**src/rtl/tdmChainPkg.sv**
```systemverilog
package tdmChainPkg;
  // Strobes issued by the frame timing to the shift datapath, one system clock wide
  typedef struct packed {
    logic frameStart; // falling bit-clock edge with frame sync high
    logic shiftIn;    // rising bit-clock edge: capture serIn
    logic driveOut;   // falling bit-clock edge: present next bit
    logic emitValid;  // frame start after a complete frame
  } tdmStrobes_t;
endpackage

```
**src/rtl/tdmFrameTiming.sv**
```systemverilog
module tdmFrameTiming
  import tdmChainPkg::*;
#(
  parameter int CLK_DIV    = 4,
  parameter int FRAME_BITS = 512
) (
  input  logic        clk,
  input  logic        rstN,
  input  logic        isMaster,
  input  logic        bitClkIn,
  input  logic        frameSyncIn,
  output logic        genBitClk,
  output logic        genFrameSync,
  output tdmStrobes_t strobes
);
  localparam int HALF  = CLK_DIV / 2;
  localparam int DIV_W = (CLK_DIV > 1) ? $clog2(CLK_DIV) : 1;
  localparam int BIT_W = (FRAME_BITS > 1) ? $clog2(FRAME_BITS) : 1;
  localparam logic [DIV_W-1:0] DIV_LAST = DIV_W'(CLK_DIV - 1);
  localparam logic [DIV_W-1:0] DIV_MID  = DIV_W'(HALF - 1);
  localparam logic [BIT_W-1:0] BIT_LAST = BIT_W'(FRAME_BITS - 1);

  logic [DIV_W-1:0] divCnt;
  logic [BIT_W-1:0] bitCnt;

  // Master clock divider and frame counter
  always_ff @(posedge clk) begin
    if (!rstN) begin
      divCnt       <= '0;
      bitCnt       <= BIT_LAST;
      genBitClk    <= 1'b0;
      genFrameSync <= 1'b0;
    end else begin
      if (divCnt == DIV_LAST) begin
        divCnt       <= '0;
        genBitClk    <= 1'b0;
        bitCnt       <= (bitCnt == BIT_LAST) ? '0 : bitCnt + 1'b1;
        genFrameSync <= (bitCnt == BIT_LAST);
      end else begin
        divCnt <= divCnt + 1'b1;
        if (divCnt == DIV_MID) genBitClk <= 1'b1;
      end
    end
  end

  // Edge detection on the selected timing source
  logic bitClkQ, bitClkPrev, frameSyncQ, primed;
  logic riseEvt, fallEvt;

  always_ff @(posedge clk) begin
    if (!rstN) begin
      bitClkQ    <= 1'b0;
      bitClkPrev <= 1'b0;
      frameSyncQ <= 1'b0;
    end else begin
      bitClkQ    <= isMaster ? genBitClk : bitClkIn;
      frameSyncQ <= isMaster ? genFrameSync : frameSyncIn;
      bitClkPrev <= bitClkQ;
    end
  end

  assign riseEvt = bitClkQ & ~bitClkPrev;
  assign fallEvt = ~bitClkQ & bitClkPrev;

  always_ff @(posedge clk) begin
    if (!rstN)                   primed <= 1'b0;
    else if (fallEvt && frameSyncQ) primed <= 1'b1;
  end

  always_comb begin
    strobes.frameStart = fallEvt & frameSyncQ;
    strobes.shiftIn    = riseEvt;
    strobes.driveOut   = fallEvt;
    strobes.emitValid  = fallEvt & frameSyncQ & primed;
  end
endmodule

```
**src/rtl/tdmShiftPath.sv**
```systemverilog
module tdmShiftPath
  import tdmChainPkg::*;
#(
  parameter int REG_W = 256
) (
  input  logic             clk,
  input  logic             rstN,
  input  tdmStrobes_t      strobes,
  input  logic             serIn,
  input  logic [REG_W-1:0] adcWords,
  output logic             serOut,
  output logic [REG_W-1:0] dacWords,
  output logic             dacValid
);
  localparam int TOP = REG_W - 1;

  logic [REG_W-1:0] shiftReg;

  always_ff @(posedge clk) begin
    if (!rstN) begin
      shiftReg <= '0;
      serOut   <= 1'b0;
      dacWords <= '0;
      dacValid <= 1'b0;
    end else begin
      dacValid <= strobes.emitValid;
      if (strobes.frameStart) begin
        dacWords <= shiftReg;
        shiftReg <= adcWords;
        serOut   <= adcWords[TOP];
      end else begin
        if (strobes.shiftIn)  shiftReg <= {shiftReg[TOP-1:0], serIn};
        if (strobes.driveOut) serOut   <= shiftReg[TOP];
      end
    end
  end
endmodule

```
**src/rtl/tdmChainPort.sv**
```systemverilog
module tdmChainPort
  import tdmChainPkg::*;
#(
  parameter int SLOT_W     = 32,
  parameter int SLOTS      = 8,
  parameter int CLK_DIV    = 4,
  parameter int FRAME_BITS = 512
) (
  input  logic                    clk,
  input  logic                    rstN,
  input  logic                    isMaster,
  input  logic                    bitClkIn,
  input  logic                    frameSyncIn,
  input  logic                    serIn,
  input  logic [SLOTS*SLOT_W-1:0] adcWords,
  output logic                    bitClkOut,
  output logic                    frameSyncOut,
  output logic                    serOut,
  output logic [SLOTS*SLOT_W-1:0] dacWords,
  output logic                    dacValid
);
  localparam int REG_W = SLOTS * SLOT_W;

  tdmStrobes_t strobes;
  logic genBitClk, genFrameSync;

  tdmFrameTiming #(.CLK_DIV(CLK_DIV), .FRAME_BITS(FRAME_BITS)) timing (
    .clk(clk), .rstN(rstN), .isMaster(isMaster),
    .bitClkIn(bitClkIn), .frameSyncIn(frameSyncIn),
    .genBitClk(genBitClk), .genFrameSync(genFrameSync),
    .strobes(strobes)
  );

  tdmShiftPath #(.REG_W(REG_W)) path (
    .clk(clk), .rstN(rstN), .strobes(strobes), .serIn(serIn),
    .adcWords(adcWords), .serOut(serOut),
    .dacWords(dacWords), .dacValid(dacValid)
  );

  assign bitClkOut    = isMaster & genBitClk;
  assign frameSyncOut = isMaster & genFrameSync;
endmodule

```
**config.mk**
```make
export PLATFORM = sky130hd
export DESIGN_NAME = tdmChainPort
export DESIGN_NICKNAME = d
export VERILOG_FILES = /design/src/rtl/tdmChainPkg.sv /design/src/rtl/tdmFrameTiming.sv /design/src/rtl/tdmShiftPath.sv /design/src/rtl/tdmChainPort.sv
export SDC_FILE = /design/constraint.sdc
export NUM_CORES = 1
export LEC_CHECK = 0
export BUFFER_PORTS_ARGS = -buffer_cell sky130_fd_sc_hd__buf_2
export CORE_MARGIN = 2
export CORE_UTILIZATION = 45
export CTS_CLUSTER_SIZE = 16
export DETAILED_ROUTE_END_ITERATION = 10
export PLACE_DENSITY = 0.7
export SLEW_MARGIN = 20
export SYNTH_ARGS = -nofsm -noshare
export SYNTH_HDL_FRONTEND = slang
export SYNTH_SLANG_ARGS = --single-unit
```
**constraint.sdc**
```tcl
create_clock -name clk -period 1.9 [get_ports clk]
set_input_delay 0.38 -clock clk [delete_from_list [all_inputs] [get_ports clk]]
set_output_delay 0.38 -clock clk [all_outputs]
set_load 0.01 [all_outputs]
```
Word-level counts from Yosys, hierarchy flattened
Cells that the tools add are included.
- word-level logic and storage cells: 37
- input port bits: 262
- bits in registers: 531
- output and inout bits: 260
- mux-type cells: 7
- add/sub/neg operators: 2
- reduce and logical (&&, ||, !) cells: 4
- bitwise operators: 9
- equal/unequal tests: 3
- operators by type and width (kind ; count):
    256-bit two-way mux ; 2
    9-bit by 1-bit adder with 9-bit output (second input constant) ; 1
    9-bit == test (second input constant) ; 1
    9-bit two-way mux ; 1
    1-bit bitwise AND ; 6
    1-bit two-way mux ; 4
    2-bit nonzero test ; 2
    1-bit inverter ; 3
    2-bit by 1-bit adder with 2-bit output (second input constant) ; 1
    2-bit by 1-bit == test with 1-bit output (second input constant) ; 1
    2-bit == test (second input constant) ; 1
    2-bit OR reduction ; 1
    1-bit logical AND ; 1

Longest topological paths before layout
Gate-level depths: netlist of run 1.
- word-level depth: 4
- gate-level depth with buffers: 7
- mapped depth without buffers: 7

Modules after synthesis
Synthesis of run 1 repeated with hierarchy kept, for this count alone.
- cell total of the unflattened synthesis: 2054
- area, all modules: 22008.6 um2
- modules (own cells, without submodules) (module ; cells an instance ; sequential area each (um2) ; times used ; area an instance (um2)):
    tdmShiftPath ; 1969 ; 10289.9 ; 1 ; 21219.1
    tdmFrameTiming ; 83 ; 340.3 ; 1 ; 777.0
    tdmChainPort ; 2 ; 0.0 ; 1 ; 12.5

Worst setup path after synthesis of run 1
Ideal clock, no wire load.
- path type: register -> register
- start: reg timing.bitCnt[0]
- end: reg timing.bitCnt[6]
- cell stages (with the launch flop): 8
- buffers on the path: 0
- setup time: 82 ps
- period minus slack after synthesis: 1708 ps
- data required time: 1818 ps
- data arrival time: 1626 ps
- path slack: 192 ps
- cells stage by stage: dfxtp_1 ha_1 nand3_1 nor3_1 ha_1 nand2b_1 or4_1 o2111ai_1
- cells in the longest elaborated chain, start to end: 2
- elaborated cells between the ends (all ways): 3
- classes of those cells: add/sub: 1; eq/ne: 1; mux: 1
- ends and longest elaborated chain (item ; line ; source):
    start, declared ; tdmFrameTiming.sv:24 ; logic [BIT_W-1:0] bitCnt;
    start signal, assigned ; tdmFrameTiming.sv:37 ; bitCnt <= (bitCnt == BIT_LAST) ? '0 : bitCnt + 1'b1;
    9-bit by 1-bit adder with 9-bit output or 9-bit == test (tied branches) ; tdmFrameTiming.sv:37 ;
    9-bit two-way mux (*) ; tdmFrameTiming.sv:37 ;
Mark *: on every way between the ends. The rest lies on a longest branch, timed or not.
A chain may end at the register's enable or synchronous reset.

Worst setup path in the final report of run 1
- start: reg timing.bitCnt[1]
- end: reg timing.bitCnt[2]
Same word-level chain as after synthesis.

==> out/qor.csv, run 1 <==
stage;metric;value;unit
sta;fin crit share;95.1;%
routing;DRT Pass-1 Iters;6;
cells_and_area;Final Util;57.0;%
cells_and_area;final-layout fill cell count;3969;
synthesis;Synth top area share;52.7;%
flow_run;max cap viols;0;
global_route;total grt overflow;0;
sta;fin crit period;1.81;ns
setup_path;kind of critical path;reg2reg;
die;Initial Utilization;45.6;%
routing;routed vias/inst;5.58;
die;row count;77;
setup_path;Worst path max stage delay;0.39;ns
placement;Placer Congestion;0.864;
clock_network;Sink Count;531;
power;Overall Power;23.5;mW
synthesis;ys flop type;dfxtp_1;
die;IO Pins;522;
cells_and_area;NumNets Final;3073;
setup_path;CP max-delay cell;dfxtp_1;
setup_path;worst-path maximum fanout;6;
setup_path;r2r setup slk;0.09;ns
global_route;GRT Overall Usage;24.7;%
synthesis;average size of a mapped cell;8.50;um^2
setup_path;r2r worst-path depth;8;
die;die area;46500;um^2
sta;Clock Skew;0.0143;ns
die;Die Width;216;um
placement;Placed Area;23300;um^2
cells_and_area;register area;10600;um^2
power;worst vdd ir;0.721;mV
synthesis;most frequent cell after synthesis;dfxtp_1;
setup_path;CP Launch Type;flop;
routing;DRC Markers;0;
sta;Max Slew Vio Count;0;
synthesis;Gate Count Post-Synth;2373;
placement;detailed placement HPWL;41500;um
clock_network;CTS Root Cell;clkbuf_16;
synthesis;#FFs+latches synth;531;
routing;vias;19215;
clock_network;H-tree levels;2;
setup_path;Critical R2R Launch;timing.bitCnt[1];
cells_and_area;layout cell share with drive strength beyond 1;25.5;%
placement;IO buf count;521;
placement;placed cells;3339;
synthesis;Yosys top cell by area;dfxtp_1;
hold_path;Hold Path End;path.shiftReg[72];
sta;Max Fclk;554;MHz
cells_and_area;Layout area overhead;25.1;%
setup_path;crit-path cells;ha_1 -> nand3_1 -> nor3_2 -> ha_2 -> buf_4 -> o21ai_0 -> nand2_1 -> o311ai_0;
cells_and_area;post-route design area;25200;um^2
clock_network;cts hold-fix bufs;0;
synthesis;Mapped Area;20200;um^2
synthesis;Synth Net Count;2640;
synthesis;Cell variety after synth;36;
setup_path;Critical Path RT;2.34;ns
cells_and_area;area of the multi-input gates;8280;um^2
setup_path;Reg-to-Reg End;timing.bitCnt[2];
hold_path;Worst Hold Depth;3;
hold_path;Hold Path Class;in2reg;
setup_path;crit path DAT;2.25;ns
clock_network;Num CTS Buffers;55;
die;Core Footprint;44200;um^2
sta;Relative slew margins;62.0;%
power;Lkg Pwr;9.44;nW
synthesis;top cells by area, synth;dfxtp_1, a21oi_1, nand2_1;
synthesis;EDFF count, synth;0;
clock_network;Worst-Skew Late Latency;0.60;ns
setup_path;CP delay by family, top;simple AND/OR/NAND/NOR gates;
power;Power Density;932;nW/um^2
cells_and_area;Layout Cells excl Fill;3445;
hold_path;hold path start;adcWords[72];
die;Die Span Y;216;um
setup_path;Critical Path End Type;flop;
setup_path;crit path buf inv count;1;
clock_network;Max Root-Sink Buffers;3;
clock_network;CTS clk-pin slew, worst paths;0.06;ns
global_route;vias in the first global route;17798;
synthesis;Async SR Flop Fraction;0;%
synthesis;Yosys warnings;0;
global_route;first-pass GRT wire length;94300;um
synthesis;post-synthesis sequential area ratio;52.7;%
sta;Worst Max-Slew Pin Slew;0.570;ns
routing;initial detailed-routing violation count;1766;
routing;post-route ant nets;0;
sta;final setup violation count;0;
routing;Post-Route WL;60600;um
synthesis;synth cell count leaders;dfxtp_1, nand2_1, a21oi_1, nand3_1, a22oi_1;
sta;Fin. Hold Viols;0;
outcome;status;finished, final reports clean;
clock_network;CTS tree;built;
routing;post-DR wirelength/cell;17.6;um
global_route;largest net degree at the start of global routing;96;
global_route;initial antenna violation count;9;
## layout make-up
class                      count  area share [%]
clock buffer                  81            6.41
timing repair buffer         607            14.5
multi-input combinational   1604            32.8
tap                          592            2.94
clock inverter                16           0.913
sequential                   531            42.2
inverter                       7           0.134
antenna                        7          0.0695
## tightest hold or removal path: cells and delay by family
family / cells / cell delay, ns
AO/OA/AOI/OAI: 2 / 0.18
buffers and inverters: 1 / 0.07
## how the worst max path moves through the flow
stage / startpoint / endpoint / slack, ns / cells after the start
floorplan: timing.bitCnt[0] / timing.bitCnt[6] / 0.19 / 7
global placement: timing.bitCnt[0] / timing.bitCnt[4] / 0.12 / 7
detailed placement: timing.bitCnt[0] / timing.bitCnt[6] / 0.04 / 7
CTS: timing.bitCnt[0] / timing.bitCnt[4] / 0.02 / 7
global route: timing.bitCnt[1] / timing.bitCnt[4] / -0.06 / 7
finish: timing.bitCnt[1] / timing.bitCnt[2] / 0.09 / 8
## routing by layer
layer	part of all wire [%]	GRT usage [%]
met1	42	31.3
met2	48	41.0
met3	7.2	5.55
met4	3.3	9.68
met5	0.040	0
## flip-flops by register name (all words and copies together), names as in the netlist
signal / cells
path.dacValid: 1
path.dacWords: 256
path.serOut: 1
path.shiftReg: 256
timing.bitClkPrev: 1
timing.bitClkQ: 1
timing.bitCnt: 9
timing.divCnt: 2
timing.frameSyncQ: 1
timing.genBitClk: 1
timing.genFrameSync: 1
timing.primed: 1
## stage by stage
| step | hold slack (ns) | TNS, ns | worst slack, ns |
|---|---|---|---|
| floorplan | 0.421 | 0 | 0.192 |
| global placement | 0.430 | 0 | 0.115 |
| detailed placement | 0.444 | 0 | 0.0442 |
| CTS | 0.0310 | 0 | 0.0198 |
| global route | 0.0493 | -0.131 | -0.0556 |
| finish | 0.0685 | 0 | 0.0937 |
## cell families (layout without fill, tap and decap cells)
family	count (synthesis)	after routing	share of synthesized area, %
other	0	7	0
multiplexers	2	2	0.0993
adder cells (fa/ha/maj)	5	5	0.310
buffers and inverters	238	711	6.34
AO/OA/AOI/OAI	786	786	23.6
flip-flops	531	531	52.7
AND/OR/NAND/NOR	811	811	17.0
## power breakdown
part	switching [mW]	total, mW	internal, mW
Combinational	0.785	1.28	0.493
Sequential	0.0659	11.3	11.2
Clock	4.42	11.0	6.55
## repair_timing
item | 4_1_cts | 5_1_grt
endpoints found under the setup margin | 0 | 6
setup buffers | 0 | 2
gates resized for setup | 0 | 4
## cell usage in the layout, fill, tap and decap left out, drive strengths merged, types with 2 or more instances in the layout
cell,Yosys,routed
ha,5,5
dfxtp,531,531
buf,164,607
clkbuf,67,81
nand4,2,2
or4b,2,2
a31oi,2,2
mux2i,2,2
nand2b,2,2
nor2b,3,3
o21ai,4,4
nand2,524,524
nor3,2,2
inv,6,10
bufinv,0,5
and2,3,3
nor2,10,10
clkinv,1,8
a22oi,255,255
diode,0,7
nand3,259,259
o311ai,4,4
a21oi,515,515
Note: power is estimated with default switching activity, not from simulation.
==> run 2: changes to the inputs <==
- PLACE_DENSITY: 0.7 -> 0.69
- SYNTH_HIERARCHICAL: unset -> 1
==> run 2 against run 1 <==
Compared with the run above: global-route usage shrank 2.9 points; critical endpoint is now timing/bitCnt[5]; via count down 14%; first-iteration DRC count shrank 53%; clock power shrank 6%; sequential power about the same; design area grew 6.9%; clock-buffer cell count up 1; highest routed layer unchanged; critical path type unchanged; maximum frequency fell by 0.30%; critical path depth did not move.
==> out/qor.csv, run 2 <==
stage;metric;value;unit;change
power;Sw Share;22.5;%;+0.13 points
routing;vias;16570;;-14%
cells_and_area;Layout Cells excl Fill;3204;;-7.0%
cells_and_area;commonest non-fill, non-tap cells in the layout;dfxtp_1, buf_2, mux2i_1;;
die;die area;50700;um^2;+9.0%
setup_path;crit path DAT;2.34;ns;+0.09 ns
die;row count;81;;+5.2%
routing;met3 routed WL;4170;um;-4.6%
cells_and_area;NumNets Final;2801;;-8.9%
hold_path;Worst Hold Depth;3;;unchanged
global_route;initial antenna violation count;16;;+7
setup_path;worst-path maximum fanout;6;;unchanged
routing;max layer used;met5;;
sta;Fin. Hold Viols;0;;unchanged
synthesis;#FFs+latches synth;531;;unchanged
power;worst vdd ir;0.684;mV;-5.1%
global_route;largest net degree at the start of global routing;69;;-28%
setup_path;CP max-delay cell;or4b_1;;
hold_path;hold path start;frameSyncIn;;
cells_and_area;layout cell share with drive strength beyond 1;27.5;%;+2.0 points
placement;Placer Congestion;0.845;;-2.2%
routing;routed vias/inst;5.17;;-7.3%
die;IO Pins;522;;unchanged
routing;met1 WL;25200;um;-0.11%
synthesis;Mapped Area;22000;um^2;+9.2%
synthesis;Gate Count Post-Synth;2054;;-13%
setup_path;Critical Path RT;2.43;ns;+0.09 ns
synthesis;post-synthesis sequential area ratio;48.3;%;-4.4 points
die;Core Footprint;48600;um^2;+10%
setup_path;CP delay by family, top;simple AND/OR/NAND/NOR gates;;
power;Int Pwr;17.9;mW;-2.0%
sta;slack of the critical path;0.0882;ns;-0.00551 ns
clock_network;CTS Root Cell;clkbuf_16;;
clock_network;Worst-Skew Late Latency;0.59;ns;about the same
sta;final hold slack;0.0657;ns;-0.00281 ns
synthesis;Yosys warnings;6;;+6
sta;Max Slew Vio Count;0;;unchanged
clock_network;Sink Count;531;;unchanged
synthesis;synth cell count leaders;dfxtp_1, mux2i_1, nor2_1, nor2b_1, a211oi_1;;
clock_network;Max Root-Sink Buffers;3;;unchanged
hold_path;Hold Path Class;in2reg;;
synthesis;top cells by area, synth;dfxtp_1, mux2i_1, a211oi_1;;
placement;IO buf count;521;;unchanged
sta;setup TNS;0;ns;unchanged
synthesis;average size of a mapped cell;10.7;um^2;+26%
power;Lkg Pwr;10.5;nW;+11%
sta;Clock Skew;0.0104;ns;-0.00388 ns
global_route;first-pass GRT wire length;89600;um;-5.0%
setup_path;Critical Path End Type;flop;;
routing;DRT Pass-1 Iters;5;;-1
cells_and_area;area of the multi-input gates;10200;um^2;+23%
routing;Post-Route WL;57700;um;-4.8%
synthesis;Async SR Flop Fraction;0;%;unchanged
outcome;status;finished, final reports clean;;
sta;RSZ-0062 raised after global routing;false;;
routing;post-route ant nets;0;;unchanged
setup_path;crit-path cells;ha_1 -> and3_2 -> nand3_2 -> nor2_1 -> ha_2 -> nand2_2 -> or4b_1 -> nand3_1;;
power;Overall Power;23.1;mW;-1.8%
setup_path;crit path buf inv count;0;;-1
routing;initial detailed-routing violation count;830;;-53%
cells_and_area;register area;10600;um^2;about the same
power;Comb pwr share;6.2;%;+0.8 points
synthesis;EDFF count, synth;0;;unchanged
sta;fin crit period;1.81;ns;+0.00551 ns
routing;post-DR wirelength/cell;18.0;um;+2.4%
clock_network;cts hold-fix bufs;0;;unchanged
setup_path;Critical R2R Launch;timing/bitCnt[0];;
synthesis;Synth top area share;48.3;%;-4.4 points
setup_path;Reg-to-Reg End;timing/bitCnt[5];;
cells_and_area;most common cell after layout, fill and taps aside;dfxtp_1;;
routing;DRC Markers;0;;unchanged
die;Die Span Y;225;um;+4.4%
die;Die Width;225;um;+4.4%
power;sw power;5.20;mW;-1.2%
sta;final setup violation count;0;;unchanged
sta;Relative slew margins;63.7;%;+1.7 points
die;Initial Utilization;45.2;%;-0.35 points
placement;placed cells;3099;;-7.2%
synthesis;Synth Net Count;2321;;-12%
setup_path;CP Launch Type;flop;;
clock_network;CTS clk-pin slew, worst paths;0.06;ns;about the same
clock_network;Num CTS Buffers;55;;unchanged
clock_network;CTS tree;built;;
synthesis;Cell variety after synth;34;;-5.6%
clock_network;Setup Buffers After CTS;0;;unchanged
power;clock power share;44.7;%;-1.9 points
power;sequential power share;49.1;%;+1.2 points
global_route;total grt overflow;0;;unchanged
synthesis;most frequent cell after synthesis;dfxtp_1;;
sta;Max Fclk;552;MHz;-0.30%
sta;fin crit share;95.4;%;+0.29 points
setup_path;Worst path max stage delay;0.45;ns;+0.06 ns
placement;detailed placement HPWL;40400;um;-2.6%
synthesis;ys flop type;dfxtp_1;;
global_route;vias in the first global route;16596;;-6.8%
setup_path;kind of critical path;reg2reg;;
placement;Post-Place Worst Slack;0.0334;ns;-0.0108 ns
routing;WL met2;27000;um;-7.2%
clock_network;Resized cells post-CTS;0;;unchanged
global_route;GRT Overall Usage;21.8;%;-2.9 points
flow_run;max cap viols;0;;unchanged
synthesis;Yosys top cell by area;dfxtp_1;;
hold_path;Hold Path End;timing/frameSyncQ;;
power;Power Density;856;nW/um^2;-8.2%
sta;Worst Max-Slew Pin Slew;0.545;ns;-0.0254 ns
cells_and_area;biggest regs;path/dacWords (256), path/shiftReg (256), timing/bitCnt (9);;
cells_and_area;Layout area overhead;22.5;%;
setup_path;r2r setup slk;0.09;ns;about the same
cells_and_area;final-layout fill cell count;4307;;+8.5%
clock_network;H-tree levels;2;;unchanged
setup_path;r2r worst-path depth;8;;unchanged
## run 2: logic make-up after synthesis
kind of cell | Yosys count | synth area share (%)
AOI/OAI and AO/OA | 274 | 9.78
adders and majority gates | 5 | 0.284
buffers and inverters | 180 | 5.62
DFF | 531 | 48.3
muxes | 516 | 23.5
and+or+nand+nor | 548 | 12.5
## run 2: power by group through the flow
| stage | Clock [mW] | Sequential (mW) | Combinational [mW] |
|---|---|---|---|
| final | 10.3 | 11.3 | 1.42 |
| after global routing | 11.0 | 11.3 | 1.53 |
| after CTS | 10.6 | 11.3 | 1.41 |
| after detailed placement | 0 | 11.6 | 1.40 |
| after global placement | 0 | 11.6 | 1.39 |
| after floorplan | 0 | 11.6 | 0.960 |
## run 2: worst min-delay path, delay by kind of cell
kind / cells / cell delay [ns]
and+or+nand+nor: 1 / 0.10
buffers and inverters: 1 / 0.08
muxes: 1 / 0.06
## run 2: how the worst max path moves through the flow
stage	from	to	slack, ns	cells after the start
after global placement	timing/bitCnt[0]	timing/bitCnt[5]	0.07	8
after floorplan	timing/bitCnt[0]	timing/bitCnt[5]	0.10	8
after global routing	timing/bitCnt[0]	timing/bitCnt[4]	0.01	8
final	timing/bitCnt[0]	timing/bitCnt[5]	0.09	8
after detailed placement	timing/bitCnt[0]	timing/bitCnt[5]	0.03	8
after CTS	timing/bitCnt[0]	timing/bitCnt[5]	0.03	8
## run 2: cell type report
class | instances | share of cell area (%)
antenna | 12 | 0.111
clock buffer | 82 | 5.85
clock inverter | 11 | 0.455
inverter | 6 | 0.139
multi-input combinational | 1343 | 37.7
sequential | 531 | 39.4
tap | 622 | 2.89
timing repair buffer | 597 | 13.4
## run 2: layer usage
| layer | track usage [%] | vias to the layer above |
|---|---|---|
| met5 | 0 | - |
| met4 | 7.18 | 10 |
| met3 | 6.26 | 96 |
| met2 | 36.1 | 438 |
| met1 | 27.3 | 7852 |
| li1 | - | 8174 |
## run 2: stage by stage
| stage | instance area, um^2 | utilization [%] |
|---|---|---|
| 2_1_floorplan | 22000 | - |
| 3_3_place_gp | 25200 | 51.8 |
| 3_5_place_dp | 25200 | 51.8 |
| 4_1_cts | 26900 | 55.3 |
| 5_1_grt | 27000 | 55.4 |
| 6_report | 27000 | 55.4 |
==> run 3: changes to the inputs <==
- ABC_AREA: unset -> 1
- REMOVE_ABC_BUFFERS: unset -> 1
- SYNTH_HIERARCHICAL: 1 -> unset
==> run 3 against run 2 <==
Compared with the run above: non-clock buffer count is 7 lower; clock power is 9% higher; area after synthesis shrank 2.4%; clock-buffer cell count shrank 9; via count rose by 22%; synthesized cell count increased by 52%; power up 3.9%; wire length grew 4.8%; largest power group unchanged.
==> out/qor.csv, run 3 <==
stage;metric;value;unit;change
die;IO Pins;522;;unchanged
setup_path;worst-path maximum fanout;72;;+66
synthesis;post-synthesis xor/xnor area fraction;0;%;unchanged
clock_network;Num CTS Buffers;54;;-1.8%
global_route;initial antenna violation count;18;;+2
clock_network;CTS tree;built;;
routing;DRC Markers;0;;unchanged
clock_network;Sink Count;531;;unchanged
hold_path;Hold Path Class;in2reg;;
sta;Max Fclk;602;MHz;+9.0%
global_route;GRT Overall Usage;23.4;%;+1.6 points
cells_and_area;most common cell after layout, fill and taps aside;nand2_1;;
sta;final setup violation count;0;;unchanged
cells_and_area;biggest regs;path.dacWords (256), path.shiftReg (256), timing.bitCnt (9);;
setup_path;CP startpoint;timing.bitClkPrev;;
global_route;GRT met2 Usage;37.6;%;+1.5 points
power;Lkg Pwr;12.8;nW;+22%
synthesis;largest family of logic cells by synthesized area;simple AND/OR/NAND/NOR gates;;
routing;vias;20289;;+22%
setup_path;kind of critical path;reg2reg;;
die;die area;49500;um^2;-2.4%
die;Initial Utilization;45.3;%;about the same
synthesis;post-synthesis mux area share;0;%;-23 points
clock_network;CTS Root Cell;clkbuf_16;;
placement;Post-Place Worst Slack;0.272;ns;+0.239 ns
global_route;vias in the first global route;18602;;+12%
routing;routed vias/inst;4.78;;-7.6%
routing;Post-Route WL;60500;um;+4.8%
global_route;grt met1 use;30.7;%;+3.4 points
synthesis;Yosys warnings;0;;-6
synthesis;Compound-Gate Fraction of Synth Area;12.3;%;+2.5 points
global_route;gr busiest metal;met2;;
setup_path;CP Launch Type;flop;;
global_route;largest net degree at the start of global routing;85;;+23%
synthesis;Synth Area in Adders;0.291;%;+0.0070 points
cells_and_area;Layout area overhead;24.1;%;
synthesis;Synth top area share;49.5;%;+1.2 points
clock_network;Setup Buffers After CTS;0;;unchanged
sta;Max Slew Vio Count;0;;unchanged
cells_and_area;final-layout fill cell count;4653;;+8.0%
power;Power Density;900;nW/um^2;+5.1%
clock_network;CTS clk-pin slew, worst paths;0.06;ns;about the same
synthesis;#FFs+latches synth;531;;unchanged
die;row count;80;;-1.2%
synthesis;post-synthesis sequential area ratio;49.5;%;+1.2 points
sta;Clock Skew;0.0141;ns;+0.00366 ns
sta;setup TNS;0;ns;unchanged
cells_and_area;register area;10600;um^2;unchanged
die;Die Width;222;um;-1.2%
synthesis;Cell variety after synth;18;;-47%
power;Overall Power;24.0;mW;+3.9%
setup_path;Critical Path End Type;flop;;
cells_and_area;NumNets Final;3843;;+37%
sta;fin crit share;87.5;%;-7.9 points
synthesis;synth cell count leaders;nand2_1, nor2_1, dfxtp_1, inv_1, a21oi_1;;
global_route;GR Util met3;5.58;%;-0.68 points
setup_path;crit path DAT;2.19;ns;-0.15 ns
routing;initial detailed-routing violation count;1339;;+61%
synthesis;EDFF count, synth;0;;unchanged
cells_and_area;area of the multi-input gates;8720;um^2;-14%
clock_network;H-tree levels;2;;unchanged
synthesis;average size of a mapped cell;6.86;um^2;-36%
cells_and_area;commonest non-fill, non-tap cells in the layout;nand2_1, nor2_1, dfxtp_1;;
sta;fin crit period;1.66;ns;-0.150 ns
synthesis;Mapped Area;21500;um^2;-2.4%
synthesis;Yosys top cell by area;dfxtp_1;;
die;Core Footprint;47400;um^2;-2.5%
clock_network;cts hold-fix bufs;0;;unchanged
synthesis;Synth Area in Simple Gates;27.9;%;+15 points
setup_path;Critical R2R Launch;timing.bitClkPrev;;
cells_and_area;layout cell share with drive strength beyond 1;19.0;%;-8.5 points
synthesis;most frequent cell after synthesis;nand2_1;;
placement;IO buf count;521;;unchanged
clock_network;Max Root-Sink Buffers;3;;unchanged
routing;DRT Pass-1 Iters;5;;unchanged
sta;Worst Max-Slew Pin Slew;0.425;ns;-0.120 ns
power;worst vdd ir;0.644;mV;-5.8%
clock_network;Resized cells post-CTS;0;;unchanged
routing;post-DR wirelength/cell;14.3;um;-21%
sta;RSZ-0062 raised after global routing;false;;
synthesis;top cells by area, synth;dfxtp_1, nand2_1, nor2_1;;
synthesis;ys flop type;dfxtp_1;;
sta;slack of the critical path;0.238;ns;+0.150 ns
placement;Placer Congestion;0.870;;+3.0%
global_route;total grt overflow;0;;unchanged
placement;detailed placement HPWL;42000;um;+3.9%
synthesis;Gate Count Post-Synth;3130;;+52%
synthesis;Async SR Flop Fraction;0;%;unchanged
outcome;status;finished, final reports clean;;
flow_run;max cap viols;0;;unchanged
global_route;first-pass GRT wire length;95000;um;+6.0%
hold_path;hold path start;bitClkIn;;
setup_path;Critical Path RT;2.43;ns;about the same
sta;Relative slew margins;71.7;%;+8.0 points
die;Die Span Y;222;um;-1.2%
cells_and_area;Final Util;56.2;%;+0.76 points
sta;Fin. Hold Viols;0;;unchanged
routing;post-route ant nets;0;;unchanged
clock_network;Worst-Skew Late Latency;0.60;ns;about the same
[run 3: cell count changes after synthesis, sizes merged, moves of 262 or more]
cell	change
mux2i	-516
inv	+268
a21oi	+262
o21ai	+262
nor2	+521
nand2	+791
[run 3: final timing paths]
path,depth (start not counted),slack (ns),to
worst max-delay path,8,0.24,path.shiftReg[226]
worst min-delay path,3,0.07,timing.bitClkQ
worst max register to register,8,0.24,path.shiftReg[226]
worst min register to register,1,0.46,timing.divCnt[0]
[run 3: per-layer routing]
metal	routed length, um	share of wire (%)
met4	1790	3.0
met1	26900	44
met2	27600	46
met5	96	0.16
met3	4110	6.8
[run 3: logic make-up after synthesis]
group / Yosys count
flip-flops: 531
buffers and inverters: 474
AND/OR/NAND/NOR: 1593
AO/OA/AOI/OAI: 527
adder cells (fa/ha/maj): 5
[run 3: critical path: stages, from the launching register on]
cell and delay [ns]:
dfxtp_1 0.39, nand2_1 0.13, nor2_4 0.16, buf_12 0.24, buf_12 0.31, nand2_1 0.10
nand2_1 0.07, nor2_1 0.04, nor2_1 0.08
[run 3: layout make-up]
cell class	instances	area share [%]
diodes	11	0.103
well taps	615	2.89
flip-flops and latches	531	39.9
multi-input cells	2125	32.7
inverters	274	3.89
repair buffers	590	13.5
clock buffers	73	5.88
clock inverters	25	1.18
[run 3: stage by stage]
stage               hold WS [ns]  cells  cell area [um^2]
detailed placement         0.448   4135             24800
global placement           0.436   4135             24800
CTS                       0.0461   4233             26600
finish                    0.0659   4244             26700
floorplan                  0.421   2930             20400
global route              0.0597   4243             26700
[run 3: power by group]
part | switching (mW) | internal (mW)
clock network | 4.48 | 6.72
registers | 0.0823 | 11.3
logic | 0.887 | 0.557
